`src/rtl/bswap_pkg.sv`:
```
package bswap_pkg;
  typedef enum logic [1:0] {
    MODE_PASS  = 2'd0,
    MODE_TRUNC = 2'd1,
    MODE_SWAP  = 2'd2
  } bswap_mode_e;
  localparam int unsigned NUM_SZ = 3;   // 16, 32, 64
  localparam int unsigned MIN_W  = 16;
endpackage

```
`src/rtl/bswap_decode.sv`:
```
module bswap_decode
  import bswap_pkg::*;
#(
  parameter int unsigned IMM_W = 32
) (
  input  logic               cls64_i,
  input  logic               to_be_i,
  input  logic [IMM_W-1:0]   width_i,
  output logic [NUM_SZ-1:0]  sz_hot_o,
  output bswap_mode_e        mode_o,
  output logic               illegal_o
);
  for (genvar s = 0; s < NUM_SZ; s++) begin : g_sz
    assign sz_hot_o[s] = (width_i == IMM_W'(MIN_W << s));
  end

  logic bad_width, bad_src;
  assign bad_width = ~|sz_hot_o;
  assign bad_src   = cls64_i & to_be_i;
  assign illegal_o = bad_width | bad_src;

  always_comb begin
    if (illegal_o)                 mode_o = MODE_PASS;
    else if (cls64_i || to_be_i)   mode_o = MODE_SWAP;
    else                           mode_o = MODE_TRUNC;
  end
endmodule

```
`src/rtl/bswap_core.sv`:
```
module bswap_core
  import bswap_pkg::*;
#(
  parameter int unsigned DATA_W = 64
) (
  input  logic [DATA_W-1:0] data_i,
  input  logic [NUM_SZ-1:0] sz_hot_i,
  input  bswap_mode_e       mode_i,
  output logic [DATA_W-1:0] data_o
);
  localparam int unsigned NB = DATA_W / 8;

  logic [DATA_W-1:0] swp [NUM_SZ];
  logic [DATA_W-1:0] trn [NUM_SZ];

  for (genvar s = 0; s < NUM_SZ; s++) begin : g_sz
    localparam int unsigned NBY = NB >> (NUM_SZ - 1 - s);
    for (genvar b = 0; b < NB; b++) begin : g_byte
      if (b < NBY) begin : g_in
        assign swp[s][b*8 +: 8] = data_i[(NBY-1-b)*8 +: 8];
        assign trn[s][b*8 +: 8] = data_i[b*8 +: 8];
      end else begin : g_zero
        assign swp[s][b*8 +: 8] = 8'h00;
        assign trn[s][b*8 +: 8] = 8'h00;
      end
    end
  end

  always_comb begin
    data_o = data_i;
    for (int s = 0; s < NUM_SZ; s++) begin
      if (sz_hot_i[s]) begin
        unique case (mode_i)
          MODE_SWAP:  data_o = swp[s];
          MODE_TRUNC: data_o = trn[s];
          default:    data_o = data_i;
        endcase
      end
    end
  end
endmodule

```
`src/rtl/endian_swap_unit.sv`:
```
module endian_swap_unit
  import bswap_pkg::*;
#(
  parameter int unsigned DATA_W  = 64,
  parameter int unsigned IMM_W   = 32,
  parameter bit          REG_OUT = 1'b1
) (
  input  logic              clk_i,
  input  logic              rst_ni,
  input  logic              cls64_i,
  input  logic              to_be_i,
  input  logic [IMM_W-1:0]  width_i,
  input  logic [DATA_W-1:0] data_i,
  output logic [DATA_W-1:0] data_o,
  output logic              illegal_o
);
  logic [NUM_SZ-1:0] sz_hot;
  bswap_mode_e       mode;
  logic              ill_c;
  logic [DATA_W-1:0] res_c;

  bswap_decode #(.IMM_W(IMM_W)) u_dec (
    .cls64_i   (cls64_i),
    .to_be_i   (to_be_i),
    .width_i   (width_i),
    .sz_hot_o  (sz_hot),
    .mode_o    (mode),
    .illegal_o (ill_c)
  );

  bswap_core #(.DATA_W(DATA_W)) u_core (
    .data_i   (data_i),
    .sz_hot_i (sz_hot),
    .mode_i   (mode),
    .data_o   (res_c)
  );

  if (REG_OUT) begin : g_reg
    always_ff @(posedge clk_i or negedge rst_ni) begin
      if (!rst_ni) begin
        data_o    <= '0;
        illegal_o <= 1'b0;
      end else begin
        data_o    <= res_c;
        illegal_o <= ill_c;
      end
    end
  end else begin : g_comb
    assign data_o    = res_c;
    assign illegal_o = ill_c;
  end
endmodule

```
`config.mk`:
```
export PLATFORM = sky130hd
export DESIGN_NAME = endian_swap_unit
export DESIGN_NICKNAME = d
export VERILOG_FILES = /design/src/rtl/bswap_pkg.sv /design/src/rtl/bswap_decode.sv /design/src/rtl/bswap_core.sv /design/src/rtl/endian_swap_unit.sv
export SDC_FILE = /design/constraint.sdc
export NUM_CORES = 1
export LEC_CHECK = 0
export BUFFER_PORTS_ARGS = -buffer_cell sky130_fd_sc_hd__buf_2
export CAP_MARGIN = 5
export CORE_AREA = 2 2 99 101
export CTS_CLUSTER_DIAMETER = 100
export DETAILED_ROUTE_END_ITERATION = 8
export DIE_AREA = 0 0 101 103
export PLACE_DENSITY = 0.6
export SLEW_MARGIN = 15
export SYNTH_ARGS = -nofsm -noshare
export SYNTH_HDL_FRONTEND = slang
export SYNTH_SLANG_ARGS = --single-unit
```
`constraint.sdc`:
```
create_clock -name clk_i -period 1 [get_ports clk_i]
set_input_delay 0.1 -clock clk_i [delete_from_list [all_inputs] [get_ports clk_i]]
set_output_delay 0.1 -clock clk_i [all_outputs]
set_load 0.02 [all_outputs]
```
==> flow_results.org <==
** Critical path
- Of all nets on the critical path, the largest fanout is 8.
- The signal on the critical path passes through buf_8 -> or3b_4 -> o31a_1 -> a2111oi_4 -> buf_4 -> buf_8 -> nor2b_1 -> a221o_1.
- The number of buffers and inverters on the critical path is 3.
- Crit path required time :: 1220 ps
- STA classifies the critical path endpoint as a register.
- Slowest-stage cell, CP :: sky130_fd_sc_hd__or3b_4
- Type of the setup path with the least slack :: primary input to register
- Family with the most delay on the worst path :: compound AO/OA/AOI/OAI gates
- Peak per-stage delay on the critical path :: 390 ps
- STA classifies the critical path startpoint as a primary input.
- Data arrives at the worst endpoint at 1700 ps.
- In this design, the critical path's most frequently occurring cell is sky130_fd_sc_hd__buf_8.

** Synth
- Most common library cells after synthesis :: sky130_fd_sc_hd__dfrtp_1, sky130_fd_sc_hd__a22o_1, sky130_fd_sc_hd__a221o_1
- Of the post-synthesis cell area, the dominant cell type holds 0.5204.
- sky130_fd_sc_hd__dfrtp_1 takes more of the synthesized area than any other cell.
- The average instance in the mapped netlist occupies 11.45 um^2.
- Counting flops with a built-in enable in the synthesized netlist gives 0.
- Of all flip-flops after synthesis, the portion carrying an async set or reset was 1.000.
- Dominant combinational cell family by area after synthesis :: compound AO/OA/AOI/OAI gates
- Share of synthesized cell area in and, or, nand and nor gates :: 0.1489
- Xor/xnor cell area share of the yosys netlist :: 0.005604
- The synthesized-area fraction occupied by ao, oa, aoi and oai cells is 0.2782.
- The Yosys step of the flow raised 0 warnings.
- Portion of the post-synthesis area used by sequential elements :: 0.5204
- Counting every net in the synthesized netlist gives 373.
- Most area-consuming cells after synthesis :: sky130_fd_sc_hd__dfrtp_1, sky130_fd_sc_hd__a22o_1, sky130_fd_sc_hd__a221o_1
- Of the total synthesized cell area, the portion taken by full adders, half adders and majority gates is 0.003203.
- The synthesized netlist occupies a cell area of 3125 um^2.
- Counting flops and latches in the post-synthesis netlist gives 65.
- The netlist uses 37 different library cells.
- Synthesis produced 273 cells.
- The most common cell in the synthesized netlist is sky130_fd_sc_hd__dfrtp_1.
- Among all flip-flop cells after synthesis, the most frequent one is sky130_fd_sc_hd__dfrtp_1.
- Fraction of synthesized area in multiplexers :: 0

** Global route
- Met2 usage :: 0.3113
- Routing usage on met3 :: 0.05763
- GR Util All Layers :: 0.1973
- After global routing the overflow that remains totals 0.
- The first global-routing pass estimated 15.70 mm of wire.
- Maximum number of pins on one net before global-route repair :: 66
- The number of global-route vias before repair is 3,161.
- Peak-usage layer in the global routing report :: met2
- Met1 Usage GRT :: 0.2549
- Antenna violations before repair :: 1

** Final layout
- Of the cells placed in the final design, the portion with a size suffix greater than 1 is 0.5628.
- Layout net count :: 590
- Area growth from synthesis to layout :: 70.26%
- Once layout is done, the placed cells without fillers occupy 5321 um^2.
- The repair_antennas step left the layout with diodes totalling 0.

** Pwr
- Maximum resistive drop on vdd :: 0.5222 mV
- Cell internal pwr :: 4.442 mW
- Clock share of power :: 0.335
- P per Cell Area :: 1151 nW/um^2
- Net Switching :: 1.684 mW
- Static power due to leakage :: 2.343 nW
- The share of total power dissipated in sequential elements is 0.457.
- Power, Total :: 6.127 mW
- Sw frac :: 0.2749
- Combinational Power Share :: 0.209

** Clocking
- The longest clock path from root to sink contains 2 buffers.
- Clock Root Buffer :: sky130_fd_sc_hd__clkbuf_8
- Clock edge transition at the registers on the reported setup and hold paths :: 60 ps
- Maximum level of the CTS H-tree :: 3
- TritonCTS built the clock tree.
- Buffers inserted during clock tree synthesis total 9.
- Number of clock sinks seen by CTS :: 65

** Floorplan
- Die Ht :: 103 um
- # IOs :: 165
- Cell Rows :: 36
- For this configuration, the core starts out at a cell density of 0.3304.
- Core area :: 9459 um^2
- Overall die area :: 10,400 um^2
- The die is 101 um wide.

** Timing
- Clock period minus worst slack :: 1483 ps
- For the pin with the worst max-slew slack, the measured transition is 393.8 ps.
- PnR worst setup slack :: -482.5 ps
- The count of final max-slew check failures is 0.
- Unrepaired setup endpoints after global routing :: true
- Final period util :: 1.483
- Slew Limit Headroom :: 0.7375
- Hold violation count in the final report :: 0
- Setup violations remaining at the end of the flow were counted as 64.
- Based on the critical path, the design can be clocked at up to 674.5 MHz.

** Flow run
- Maximum Capacitance Violations :: 0

** Placed design
- The placed instances occupy a cell area of 4417 um^2.
- Placed wire-length estimate :: 7.623 mm
- Final Wtd Congestion :: 0.8368
- IO Port Bufs :: 164

** Detailed routing
- The count of nets left with antenna violations once routing finished came out at 0.
- After the first detailed-routing iteration, the DRC count stood at 204.
- Via count :: 3,242
- After detailed routing, the number of vias per cell comes to 5.332.
- Post-detailed-route wirelength per cell :: 18.18 um
- The pre-antenna-repair detailed-routing pass consisted of 4 iterations.
- In the routed design, unresolved DRC markers number 0.
- The routed design has 11.05 mm of wire.

** Min path
- Class of the tightest hold or removal check :: primary input to register

** Outcome
- The flow ran to the end, but the final reports show violations.
- The final reports fail on setup timing.
==> power by group through the flow <==
stage               registers (mW)  clock network [mW]  logic, mW
global route                  2.81                2.21       1.37
finish                        2.80                2.05       1.28
floorplan                     3.02                   0      0.296
detailed placement            2.84                   0       1.07
global placement              2.84                   0       1.05
CTS                           2.79                2.08       1.14
==> state kept, by name (all words and copies together) (netlist names) <==
signal,flops
illegal_o,1
data_o,64
==> per-stage QoR <==
stage	setup TNS (ps)	cells	worst slack, ps	hold slack [ps]	util
6_report	-26630	608	-482.5	8.465	0.5626
5_1_grt	-31010	608	-551.3	1.122	0.5626
4_1_cts	-25820	590	-451.2	0.4685	0.5138
3_5_place_dp	-54070	562	-895.2	144.8	0.4669
3_3_place_gp	-51960	562	-843.4	142.0	0.4669
2_1_floorplan	-50500	273	-836.8	-195.6	-
==> logic make-up (layout without fill, tap and decap cells) <==
group	count (synthesis)	count (layout)
compound gates	101	101
xor+xnor	2	2
fa+ha+maj	1	1
buf+inv	25	246
flops	65	65
simple gates	79	79
==> layer usage <==
metal,vias up,wire (um)
met5,-,13
met4,2,292
met3,30,857
met2,141,5368
met1,1567,4522
li1,1502,-
==> worst paths after layout <==
path / startpoint / end / slack, ps / cells past startpoint
worst min-delay path: data_i[60] / data_o[60] / 8 / 2
worst max-delay path: width_i[5] / data_o[27] / -480 / 8
max in group asynchronous: rst_ni / data_o[56] / 370 / 3
min in group asynchronous: rst_ni / illegal_o / 290 / 3
==> final cells by class <==
cell class | instances | area [um^2]
clock buffers | 13 | 168.9
clock inverters | 2 | 12.51
fillers | 810 | 4138
inverters | 1 | 3.754
multi-input cells | 183 | 1645
flip-flops and latches | 65 | 1627
well taps | 114 | 142.6
repair buffers | 230 | 1722
==> what timing repair did <==
action / CTS / global route
cloned: 1 / 5
setup buffers: 2 / 11
pin swaps: 6 / 15
hold buffers: 10 / 2
endpoints found under the setup margin: 66 / 75
gates resized for setup: 29 / 61
hold endpoints to repair: 74 / 2
==> cells in the final DEF (no fill, tap or decap), types with 4 or more instances in the layout <==
| cell | synthesis | layout |
|---|---|---|
| sky130_fd_sc_hd__a31oi_1 | 4 | 4 |
| sky130_fd_sc_hd__buf_4 | 1 | 28 |
| sky130_fd_sc_hd__a22o_1 | 32 | 32 |
| sky130_fd_sc_hd__o32ai_2 | 0 | 9 |
| sky130_fd_sc_hd__nor2b_1 | 19 | 18 |
| sky130_fd_sc_hd__buf_6 | 3 | 32 |
| sky130_fd_sc_hd__a21oi_1 | 14 | 10 |
| sky130_fd_sc_hd__a21oi_2 | 0 | 4 |
| sky130_fd_sc_hd__buf_2 | 13 | 142 |
| sky130_fd_sc_hd__dlygate4sd3_1 | 0 | 12 |
| sky130_fd_sc_hd__nand2b_1 | 12 | 12 |
| sky130_fd_sc_hd__nor4_4 | 1 | 5 |
| sky130_fd_sc_hd__nand2_1 | 16 | 16 |
| sky130_fd_sc_hd__nand3_1 | 8 | 7 |
| sky130_fd_sc_hd__a221oi_2 | 0 | 9 |
| sky130_fd_sc_hd__dfrtp_1 | 65 | 65 |
| sky130_fd_sc_hd__clkbuf_8 | 0 | 12 |
| sky130_fd_sc_hd__a221o_1 | 22 | 22 |
| sky130_fd_sc_hd__buf_12 | 0 | 10 |
(Power assumes the default switching activity.)
